### config.mk
export PLATFORM = sky130hd
export DESIGN_NAME = pwr_switch_qual
export DESIGN_NICKNAME = d
export VERILOG_FILES = /design/src/rtl/pwr_switch_pkg.sv /design/src/rtl/pws_sync.sv /design/src/rtl/pws_qual_fsm.sv /design/src/rtl/pwr_switch_qual.sv
export SDC_FILE = /design/constraint.sdc
export NUM_CORES = 1
export LEC_CHECK = 0
export ABC_CLOCK_PERIOD_IN_PS = 1700
export BUFFER_PORTS_ARGS = -buffer_cell sky130_fd_sc_hd__buf_2
export CAP_MARGIN = 20
export CORE_UTILIZATION = 45
export DETAILED_ROUTE_END_ITERATION = 8
export PLACE_DENSITY = 0.74
export SLEW_MARGIN = 40
export SYNTH_ARGS = -nofsm -noshare
export SYNTH_HDL_FRONTEND = slang
export SYNTH_SLANG_ARGS = --single-unit
### constraint.sdc
create_clock -name clk_i -period 1.7 [get_ports clk_i]
set_input_delay 0.34 -clock clk_i [delete_from_list [all_inputs] [get_ports clk_i]]
set_output_delay 0.34 -clock clk_i [all_outputs]
set_load 0.02 [all_outputs]
### src/rtl/pwr_switch_pkg.sv
`timescale 1ns/1ps
package pwr_switch_pkg;
  typedef enum logic {
    ST_IDLE = 1'b0,
    ST_QUAL = 1'b1
  } qual_state_e;

  // sync vector lanes
  localparam int LANE_SW  = 0;
  localparam int LANE_LID = 1;
  localparam int LANE_AC  = 2;
  localparam int LANES    = 3;
endpackage

### src/rtl/pws_sync.sv
`timescale 1ns/1ps
module pws_sync #(
  parameter int          WIDTH   = 3,
  parameter int          STAGES  = 2,
  parameter logic [WIDTH-1:0] RST_VAL = '1
) (
  input  logic             clk_i,
  input  logic             rst_ni,
  input  logic [WIDTH-1:0] d_i,
  output logic [WIDTH-1:0] q_o
);
  logic [WIDTH-1:0] stg_q [STAGES];

  for (genvar s = 0; s < STAGES; s++) begin : g_stage
    if (s == 0) begin : g_first
      always_ff @(posedge clk_i or negedge rst_ni)
        if (!rst_ni) stg_q[s] <= RST_VAL;
        else         stg_q[s] <= d_i;
    end else begin : g_next
      always_ff @(posedge clk_i or negedge rst_ni)
        if (!rst_ni) stg_q[s] <= RST_VAL;
        else         stg_q[s] <= stg_q[s-1];
    end
  end

  assign q_o = stg_q[STAGES-1];
endmodule

### src/rtl/pws_qual_fsm.sv
`timescale 1ns/1ps
module pws_qual_fsm
  import pwr_switch_pkg::*;
#(
  parameter int SAMPLES = 100
) (
  input  logic clk_i,
  input  logic rst_ni,
  input  logic sw_i,      // synchronized, active low
  input  logic lock_i,    // press lockout
  input  logic off_i,
  input  logic tick_i,
  output logic pwrup_req_o,
  output logic btn_no,
  output logic release_o
);
  localparam int CW = (SAMPLES > 1) ? $clog2(SAMPLES) : 1;
  localparam logic [CW-1:0] LAST = CW'(SAMPLES - 1);

  qual_state_e st_q, st_d;
  logic [CW-1:0] cnt_q, cnt_d;
  logic level_q, level_d;     // accepted switch level
  logic swallow_q, swallow_d; // press consumed by power-up
  logic btn_q, req_q, rel_q;
  logic req_d, rel_d;

  always_comb begin
    st_d      = st_q;
    cnt_d     = cnt_q;
    level_d   = level_q;
    swallow_d = swallow_q;
    req_d     = 1'b0;
    rel_d     = 1'b0;
    unique case (st_q)
      ST_IDLE: begin
        if (!sw_i && level_q) begin
          st_d  = ST_QUAL;
          cnt_d = '0;
        end else if (sw_i && !level_q) begin
          level_d   = 1'b1;
          swallow_d = 1'b0;
          rel_d     = 1'b1;
        end
      end
      ST_QUAL: begin
        if (tick_i) begin
          if (sw_i || lock_i) begin
            st_d = ST_IDLE;            // reject, level untouched
          end else if (cnt_q == LAST) begin
            st_d    = ST_IDLE;
            level_d = 1'b0;
            if (off_i) begin
              swallow_d = 1'b1;
              req_d     = 1'b1;
            end
          end else begin
            cnt_d = cnt_q + 1'b1;
          end
        end
      end
      default: st_d = ST_IDLE;
    endcase
  end

  always_ff @(posedge clk_i or negedge rst_ni) begin
    if (!rst_ni) begin
      st_q      <= ST_IDLE;
      cnt_q     <= '0;
      level_q   <= 1'b1;
      swallow_q <= 1'b0;
      btn_q     <= 1'b1;
      req_q     <= 1'b0;
      rel_q     <= 1'b0;
    end else begin
      st_q      <= st_d;
      cnt_q     <= cnt_d;
      level_q   <= level_d;
      swallow_q <= swallow_d;
      btn_q     <= level_d | swallow_d;
      req_q     <= req_d;
      rel_q     <= rel_d;
    end
  end

  assign pwrup_req_o = req_q;
  assign btn_no      = btn_q;
  assign release_o   = rel_q;

  assert_req_needs_off_R6: assert property (@(posedge clk_i) disable iff (!rst_ni)
    req_q |-> ($past(off_i) && $past(tick_i)));
  assert_req_single_R6: assert property (@(posedge clk_i) disable iff (!rst_ni)
    req_q |=> !req_q);
  assert_btn_fall_on_tick_R3: assert property (@(posedge clk_i) disable iff (!rst_ni)
    $fell(btn_q) |-> ($past(tick_i) && !$past(off_i) && !$past(sw_i) && !$past(lock_i)));
  assert_release_on_high_R8: assert property (@(posedge clk_i) disable iff (!rst_ni)
    rel_q |-> ($past(sw_i) && btn_q));
  assert_cnt_bound_R3: assert property (@(posedge clk_i) disable iff (!rst_ni)
    (st_q == ST_QUAL) |-> (cnt_q <= LAST));
  assert_hold_in_window_R7: assert property (@(posedge clk_i) disable iff (!rst_ni)
    ($past(st_q) == ST_QUAL && st_q == ST_QUAL) |-> $stable(btn_q));
endmodule

### src/rtl/pwr_switch_qual.sv
`timescale 1ns/1ps
module pwr_switch_qual
  import pwr_switch_pkg::*;
#(
  parameter int SAMPLES     = 100,
  parameter int SYNC_STAGES = 2
) (
  input  logic clk_i,
  input  logic rst_ni,
  input  logic sw_ni,
  input  logic lid_ni,
  input  logic ac_ni,
  input  logic off_i,
  input  logic tick_i,
  output logic pwrup_req_o,
  output logic btn_no,
  output logic release_o
);
  // reset: switch released, lid open, adapter present
  localparam logic [LANES-1:0] SYNC_RST = LANES'(3'b011);

  logic [LANES-1:0] raw, syn;
  logic lock;

  assign raw[LANE_SW]  = sw_ni;
  assign raw[LANE_LID] = lid_ni;
  assign raw[LANE_AC]  = ac_ni;

  pws_sync #(
    .WIDTH  (LANES),
    .STAGES (SYNC_STAGES),
    .RST_VAL(SYNC_RST)
  ) u_sync (
    .clk_i (clk_i),
    .rst_ni(rst_ni),
    .d_i   (raw),
    .q_o   (syn)
  );

  // lid closed on battery
  assign lock = !syn[LANE_LID] && syn[LANE_AC];

  pws_qual_fsm #(
    .SAMPLES(SAMPLES)
  ) u_fsm (
    .clk_i      (clk_i),
    .rst_ni     (rst_ni),
    .sw_i       (syn[LANE_SW]),
    .lock_i     (lock),
    .off_i      (off_i),
    .tick_i     (tick_i),
    .pwrup_req_o(pwrup_req_o),
    .btn_no     (btn_no),
    .release_o  (release_o)
  );

  assert_pulses_excl_R8: assert property (@(posedge clk_i) disable iff (!rst_ni)
    !(pwrup_req_o && release_o));
endmodule

# Word level (Yosys, flattened, before mapping)

Cells that the tools add are included.

Add/subtract/negate cells: 1
Eq/ne operators: 5
Multiplexer cells: 31
Bitwise logic cells: 2
Reduce and logical (&&, ||, !) cells: 8

Operators with widths:

| operator                                              | count |
|---|---|
| two-way mux 7 bit                                     | 4 |
| two-way mux 1 bit                                     | 23 |
| case mux 7 bit (2 select lines)                       | 1 |
| adder 7 x 1 -> 7 bit, second input constant           | 1 |
| == test 7 bit, second input constant                  | 1 |
| inequality test 2 bit, second input constant          | 3 |
| case mux 1 bit (2 select lines)                       | 3 |
| AND reduction 4 bit                                   | 1 |
| logical AND 1 bit                                     | 3 |
| zero test 1 bit                                       | 3 |
| inequality test 2 x 1 -> 1 bit, second input constant | 1 |
| logical OR 1 bit                                      | 1 |
| inverter 1 bit                                        | 1 |
| OR 1 bit                                              | 1 |

Register bits after elaboration: 19
Input port bits: 7
Output and inout port bits: 3
Word-level logic and storage cells: 56

# Longest topological paths before layout

Gate-level depths: netlist of run 1.

Depth after elaboration: 7
Gate-level depth with buffers: 5

# Modules after synthesis

Synthesis of run 1 repeated with hierarchy kept, for this count alone.

Cell total of the unflattened synthesis: 74
Area total of the unflattened synthesis: 869.6 µm²

Modules (own cells, without submodules):

| module          | times used | cells an instance | area an instance (µm²) | seq. area each (µm²) |
|---|---|---|---|---|
| pws_qual_fsm    | 1          | 64                | 678.2                  | 327.8 |
| pws_sync        | 1          | 9                 | 177.7                  | 155.1 |
| pwr_switch_qual | 1          | 1                 | 13.8                   | 0.0 |

# Least setup slack after synthesis of run 1

No wires, ideal clock.

Path kind: reg-to-reg
Start point: register u_fsm.cnt_q[0]
End point: register u_fsm.cnt_q[2]
Setup time: 0.082 ns
Data arrival time: 1.413 ns
Required time: 1.618 ns
Slack: 0.204 ns
Stages on the path, launching flop included: 6
Buffers on the path: 0
Period minus slack after synthesis: 1.496 ns
Cell sequence: dfrtp_1 > ha_1 > nand2_1 > nor2b_4 > or4_1 > o22ai_1

Word-level cells in the longest chain between the ends: 5
Elaborated cells between the ends (all ways): 8
Those cells by class: add/sub: 1; eq/ne: 2; mux: 4; reduce/logical: 1

RTL lines:

| element                         | line               | RTL |
|---|---|---|
| start: declaration              | pws_qual_fsm.sv:21 | `logic [CW-1:0] cnt_q, cnt_d;` |
| start signal: assignment        | pws_qual_fsm.sv:76 | `cnt_q <= cnt_d;` |
| adder 7 x 1 -> 7 bit            | pws_qual_fsm.sv:57 | `cnt_d = cnt_q + 1'b1;` |
| two-way mux 7 bit               | pws_qual_fsm.sv:49 | `end else if (cnt_q == LAST) begin` |
| two-way mux 7 bit               | pws_qual_fsm.sv:47 | `if (sw_i \|\| lock_i) begin` |
| two-way mux 7 bit               | pws_qual_fsm.sv:46 | `if (tick_i) begin` |
| case mux 7 bit (2 select lines) | pws_qual_fsm.sv:34 | `unique case (st_q)` |

Parallel ways exist; a longest one is shown, timed or not. The select of a mux whose other input is x is not followed.
A chain may end at the register's enable or synchronous reset.

# Final worst setup path of run 1

Ends and elaborated chain as after synthesis.

==> results of run 1 <==
[per-layer routing]
layer	global-route usage	up-vias	routed length, um
met4	0.106	0	38
li1	-	313	-
met1	0.205	318	669
met5	0	-	0
met3	0.0353	4	37
met2	0.318	11	836
[power by group]
| part | switching [uW] | internal (uW) | total (uW) |
|---|---|---|---|
| sequential | 50.6 | 491 | 542 |
| clock | 128 | 91.3 | 220 |
| combinational | 74.3 | 56.3 | 131 |
| total | 253 | 639 | 892 |
[path summary, 6_finish.rpt]
check | startpoint | endpoint | depth (start not counted)
setup / recovery | u_fsm.cnt_q[0] | u_fsm.cnt_q[2] | 5
hold / removal | lid_ni | u_sync.stg_q[4] | 1
setup reg to reg | u_fsm.cnt_q[0] | u_fsm.cnt_q[2] | 5
hold reg to reg | u_sync.stg_q[5] | u_sync.q_o[2] | 0
max in group asynchronous | rst_ni | u_fsm.level_q | 2
min in group asynchronous | rst_ni | u_fsm.cnt_q[4] | 2
[Yosys cell counts (2+ instances only)]
library cell / instances
nand2_1: 6
or4_1: 5
a21o_1: 2
nor2_1: 5
o21ai_0: 4
inv_1: 3
dfrtp_1: 13
nor2b_1: 2
nor2b_4: 2
dfstp_2: 6
nand3_1: 7
mux2i_1: 2
nor3_1: 2
a21oi_1: 5
o31ai_1: 4
[sequential cells by signal, indices dropped and copies added, names as in the netlist]
register / flops
u_sync.stg_q: 3
u_fsm.pwrup_req_o: 1
u_fsm.btn_no: 1
u_fsm.level_q: 1
u_sync.q_o: 3
u_fsm.st_q: 1
u_fsm.swallow_q: 1
u_fsm.cnt_q: 7
u_fsm.release_o: 1
[cells by family (layout without fill, tap and decap cells)]
| logic type | Yosys count | count (layout) | share of synthesized area |
|---|---|---|---|
| buffers and inverters | 5 | 17 | 0.0301 |
| AO/OA/AOI/OAI | 17 | 17 | 0.125 |
| adder cells (fa/ha/maj) | 1 | 1 | 0.0143 |
| multiplexers | 2 | 2 | 0.0229 |
| AND/OR/NAND/NOR | 36 | 36 | 0.255 |
| flip-flops | 19 | 19 | 0.553 |
[repair_timing]
item,4_1_cts,5_1_grt
gates resized for setup,0,1
endpoints found under the hold margin,13,0
hold buffers,1,0
setup endpoints to repair,0,2
[cell type report]
class	instances	share of cell area
Clock buffer	4	0.0270
Inverter	3	0.0116
Multi-Input combinational cell	56	0.375
Sequential cell	19	0.498
Tap cell	25	0.0322
Timing Repair Buffer	10	0.0566
[per-stage QoR]
step / power [uW] / setup slack (ns) / hold WS [ns]
final: 892 / 0.0660 / 0.138
after global routing: 949 / 0.0000933 / 0.110
after CTS: 906 / 0.0715 / 0.126
after detailed placement: 678 / 0.0920 / 0.295
after global placement: 669 / 0.134 / 0.294
after floorplan: 643 / 0.204 / 0.0444
[critical path, delay by kind of cell, from the launching register on]
family / cells / cell delay, ns
AOI/OAI and AO/OA: 1 / 0.15
adders and majority gates: 1 / 0.27
and+or+nand+nor: 3 / 0.71
DFF: 1 / 0.44
==> summary.md, run 1 <==
| Metric | Value |
|---|---|
| Post-Layout Inst Area | ~970 um2 |
| Data required time of the critical path | 1.92 ns |
| Vias in the first global route | 599 |
| GRT Util Overall | 0.182 |
| # IOs | 10 |
| Vias per Instance | 5.52 |
| Maxcap violations | 0 |
| PD cells | 918 mW/mm2 |
| Period minus WS final | around 1.6 ns |
| Library cells used by synthesis | 27 |
| Final Cycle Share | 0.961 |
| Worst Tran Pin Value | between 0.3 and 0.4 ns |
| Post-CTS Setup Bufs | 0 |
| Share of cells above drive strength 1 | 0.261 |
| Layout Utilization | 0.551 |
| Clk pin slew, worst setup/hold paths | 0.10 ns |
| Worst slew margin | 0.735 |
| Antenna violations before repair | 0 |
| HP Class | input pin to flip-flop |
| Ys flop type | dfrtp_1 |
| Sequential fraction of the synthesis area | 0.553 |
| Post-synth top area share | 0.372 |
| Area delta synth->final | 11.3% |
| WS Path Type | flip-flop to flip-flop |
| H-tree depth | 1 |
| Placer Congestion | 0.847 |
| Die ar. | 0.00212 mm2 |
| DR pass1 iterations | 6 |
| Peak per-stage delay on the critical path | 0.47 ns |
| Final wirelength | 1580 um |
| Synth async-reset ratio | 1.00 |
| Most common cell after layout, fill and taps aside | dfrtp_1 |
| Final slew viol count | 0 |
| Drt wl/cell | approximately 14 um |
| Slowest CP cell | or4_1 |
| FF+latch area | roughly 480 um2 |
| Synthesized area per cell | between 10 and 15 um2 |
| Reg-to-reg slack, setup | 0.07 ns |
| CTS Sinks | 19 |
| RSZ-0062 raised after global routing | false |
| CP max FO | 7 |
| Syn. warnings | 0 |
| EDFF count, synth | 0 |
| DRT antenna net count | 0 |
| Synth area leader | dfrtp_1 |
| Crit path DAT | 1.85 ns |
| Initial drt markers | 13 |
| DR vias | ~650 |
| Max VDD drop | 0.000507 V |
| Syn nets | 88 |
| Leakage | 0.000432 uW |
| Setup Skew | 0.00111 ns |
| Startpoint Class | flip-flop |
| Die height | 46.1 um |
| Num rows | 15 |
| CTS tree | yes |
| Clock latency on the worst-skew pair | approximately 0.29 ns |
| Final net count | 101 |
| Final setup viols | 0 |
| Mapped cell area | 873 um2 |
| Residual DRC | 0 |
| DP Wirelength | ~1200 um |
| Cells after Synth | 80 |
| Fillers | 179 |
| Status | completed |
| Grt total ovfl | 0 |
| Core area | 0.00176 mm2 |
| Worst Setup End Kind | flip-flop |
| Area of the multi-input gates | 364 um2 |
| Buffers added on ports | 9 |
| Pin count of the biggest net entering global routing | 20 |
| FF+latch count, synth | 19 |
| Layout Cells excl Fill | roughly 120 |
| Main area contributors after synthesis | dfrtp_1, dfstp_2, or4_1 |
| Cells after DPL | 112 |
| Post-DP Area | slightly above 900 um2 |
| Commonest non-fill, non-tap cells in the layout | dfrtp_1, buf_2, nand3_1 |
| Final Hold Fails | 0 |
| Diodes inserted | 0 |
| Num CTS Buffers | 3 |
| Die W | approximately 46 um |
| Peak Freq | 612 MHz |
| First-pass GRT wire length | 2550 um |
| Root Buffer | clkbuf_4 |
| Longest Clk Path Bufs | 2 |
| CP cell instances | ha_1, nand2_1, nor2b_4, or4_1, o22ai_1 |
| Setup TNS | 0 ns |
| Initial core utilization | 0.495 |
(Power assumes the default switching activity.)
==> run 2: changes to the inputs <==
CELL_PAD_IN_SITES_DETAIL_PLACEMENT = 2   (was unset)
CELL_PAD_IN_SITES_GLOBAL_PLACEMENT = 2   (was unset)
CORE_UTILIZATION = 36   (was 45)
PLACE_DENSITY = 0.85   (was 0.74)
==> run 2 against run 1 <==
Compared with the run above: clock power up 7%; combinational power up 18%; fmax down 0.30%.
==> summary.md, run 2 (synthesis gave the netlist of run 1 again) <==
| Metric | Value |
|---|---|
| HP Class | input pin to flip-flop |
| Max VDD drop | 0.000583 V (+15%) |
| Status | completed |
| RSZ-0062 raised after global routing | false |
| Share of cells above drive strength 1 | 0.295 (+0.0339) |
| CTS Sinks | 19 (unchanged) |
| H-tree depth | 1 (unchanged) |
| Initial drt markers | 8 (-5) |
| Peak Freq | 610 MHz (-0.30%) |
| Final Hold Fails | 0 (unchanged) |
| Buffers added on ports | 9 (unchanged) |
| DR vias | 688 (+6.5%) |
| Maxcap violations | 0 (unchanged) |
| Hold WS | 0.118 ns (-0.0199 ns) |
| Die ar. | 0.00263 mm2 (+24%) |
| DR pass1 iterations | 2 (-4) |
| CTS tree | yes |
| GRT Util Overall | 0.186 (+0.00374) |
| Final net count | 104 (+3.0%) |
| # IOs | 10 (unchanged) |
| First-pass GRT wire length | 3440 um (+35%) |
| Vias per Instance | 5.59 (+1.3%) |
| Crit path DAT | 1.86 ns (about the same) |
| Drt wl/cell | 17.5 um (+30%) |
| Setup Skew | 0.00847 ns (+0.00736 ns) |
| Diodes inserted | 0 (unchanged) |
| CP max FO | 7 (unchanged) |
| Final Cycle Share | 0.964 (+0.00292) |
| WS Path Type | flip-flop to flip-flop |
| Slowest CP cell | or4_1 |
| Final worst setup slack | 0.0610 ns (-0.00497 ns) |
| PD cells | 930 mW/mm2 (+1.3%) |
| Clock latency on the worst-skew pair | 0.30 ns (about the same) |
| Largest register FFs | 7 (unchanged) |
| Period minus WS final | 1.64 ns (+0.00497 ns) |
| Num CTS Buffers | 3 (unchanged) |
| Most common cell after layout, fill and taps aside | dfrtp_1 |
| Longest Clk Path Bufs | 2 (unchanged) |
| Root Buffer | clkbuf_4 |
| Top reg by flops | u_fsm.cnt_q |
| Worst Setup End Kind | flip-flop |
| DRT antenna net count | 0 (unchanged) |
| Clk pin slew, worst setup/hold paths | 0.12 ns (+0.02 ns) |
| Setup TNS | 0 ns (unchanged) |
| Vias in the first global route | 690 (+15%) |
| Fillers | 268 (+50%) |
| Final setup viols | 0 (unchanged) |
| Num rows | 17 (+2) |
| Post-placement setup slack | 0.0805 ns (-0.0115 ns) |
| Placer Congestion | 0.791 (-6.6%) |
| CP cell instances | ha_1, nand2_2, nor2b_4, or4_1, o22ai_1 |
| Worst Tran Pin Value | 0.453 ns (+0.0550 ns) |
| Grt total ovfl | 0 (unchanged) |
| Data required time of the critical path | 1.92 ns (about the same) |
| Die W | 51.3 um (+11%) |
| Residual DRC | 0 (unchanged) |
| Final slew viol count | 0 (unchanged) |
| Core area | 0.00225 mm2 (+28%) |
| Layout Utilization | 0.444 (-0.107) |
| Worst slew margin | 0.698 (-0.0367) |
| Final wirelength | 2160 um (+36%) |
| Die height | 51.3 um (+11%) |
| Pin count of the biggest net entering global routing | 20 (unchanged) |
| Peak per-stage delay on the critical path | 0.47 ns (about the same) |
| Commonest non-fill, non-tap cells in the layout | dfrtp_1, buf_2, nand3_1 |
| DP Wirelength | 1540 um (+27%) |
| Initial core utilization | 0.387 (-0.108) |
| Area delta synth->final | 14.6% |
| Startpoint Class | flip-flop |
| Antenna violations before repair | 0 (unchanged) |
| Leakage | 0.000453 uW (+4.7%) |
run 2: final timing paths:
path                            slack (ns)  cells after the start         endpoint             from
min in group asynchronous             0.50                      2   u_fsm.cnt_q[4]           rst_ni
worst min-delay path                  0.12                      1  u_sync.stg_q[3]            sw_ni
worst min register to register        0.36                      0    u_sync.q_o[2]  u_sync.stg_q[5]
worst max register to register        0.06                      5   u_fsm.cnt_q[2]   u_fsm.cnt_q[0]
max in group asynchronous             0.85                      2     u_fsm.btn_no           rst_ni
worst max-delay path                  0.06                      5   u_fsm.cnt_q[2]   u_fsm.cnt_q[0]
run 2: what timing repair did:
| item | in CTS | in global routing |
|---|---|---|
| buffers inserted | 0 | 1 |
| endpoints found under the hold margin | 13 | 0 |
| hold buffers | 1 | 0 |
| endpoints found under the setup margin | 0 | 2 |
| gates resized for setup | 0 | 1 |
run 2: final cells by class:
| cell class | count | area (um2) | share of cell area |
|---|---|---|---|
| repair buffers | 13 | 77.6 | 0.0775 |
| inverters | 3 | 11.3 | 0.0113 |
| flip-flops and latches | 19 | 483 | 0.482 |
| well taps | 28 | 35.0 | 0.0350 |
| clock buffers | 3 | 22.5 | 0.0225 |
| clock inverters | 1 | 5.00 | 0.00500 |
| multi-input cells | 56 | 367 | 0.366 |
run 2: through the flow:
stage,total power (uW),instance area [um2],instances
after detailed placement,700,953,117
after floorplan,643,873,80
after global placement,687,953,117
after global routing,973,1000,123
after CTS,936,991,122
final,931,1000,123
run 2: worst max-delay path: cells and delay by family, from the launching register on:
| family | cells | cell delay (ns) |
|---|---|---|
| flops | 1 | 0.44 |
| fa+ha+maj | 1 | 0.28 |
| compound gates | 1 | 0.17 |
| simple gates | 3 | 0.67 |
run 2: report_power, final:
part	internal (uW)	switching, uW	total (uW)
clock	87.6	148	236
combinational	64.7	90.2	155
sequential	490	49.8	540
run 2: metal layers:
layer / track usage / vias to the layer above / part of all wire
met5: 0 / - / 0
met4: 0.0811 / 0 / 0.0074
met3: 0.0357 / 2 / 0.020
met2: 0.325 / 6 / 0.54
met1: 0.221 / 361 / 0.43
li1: - / 319 / -
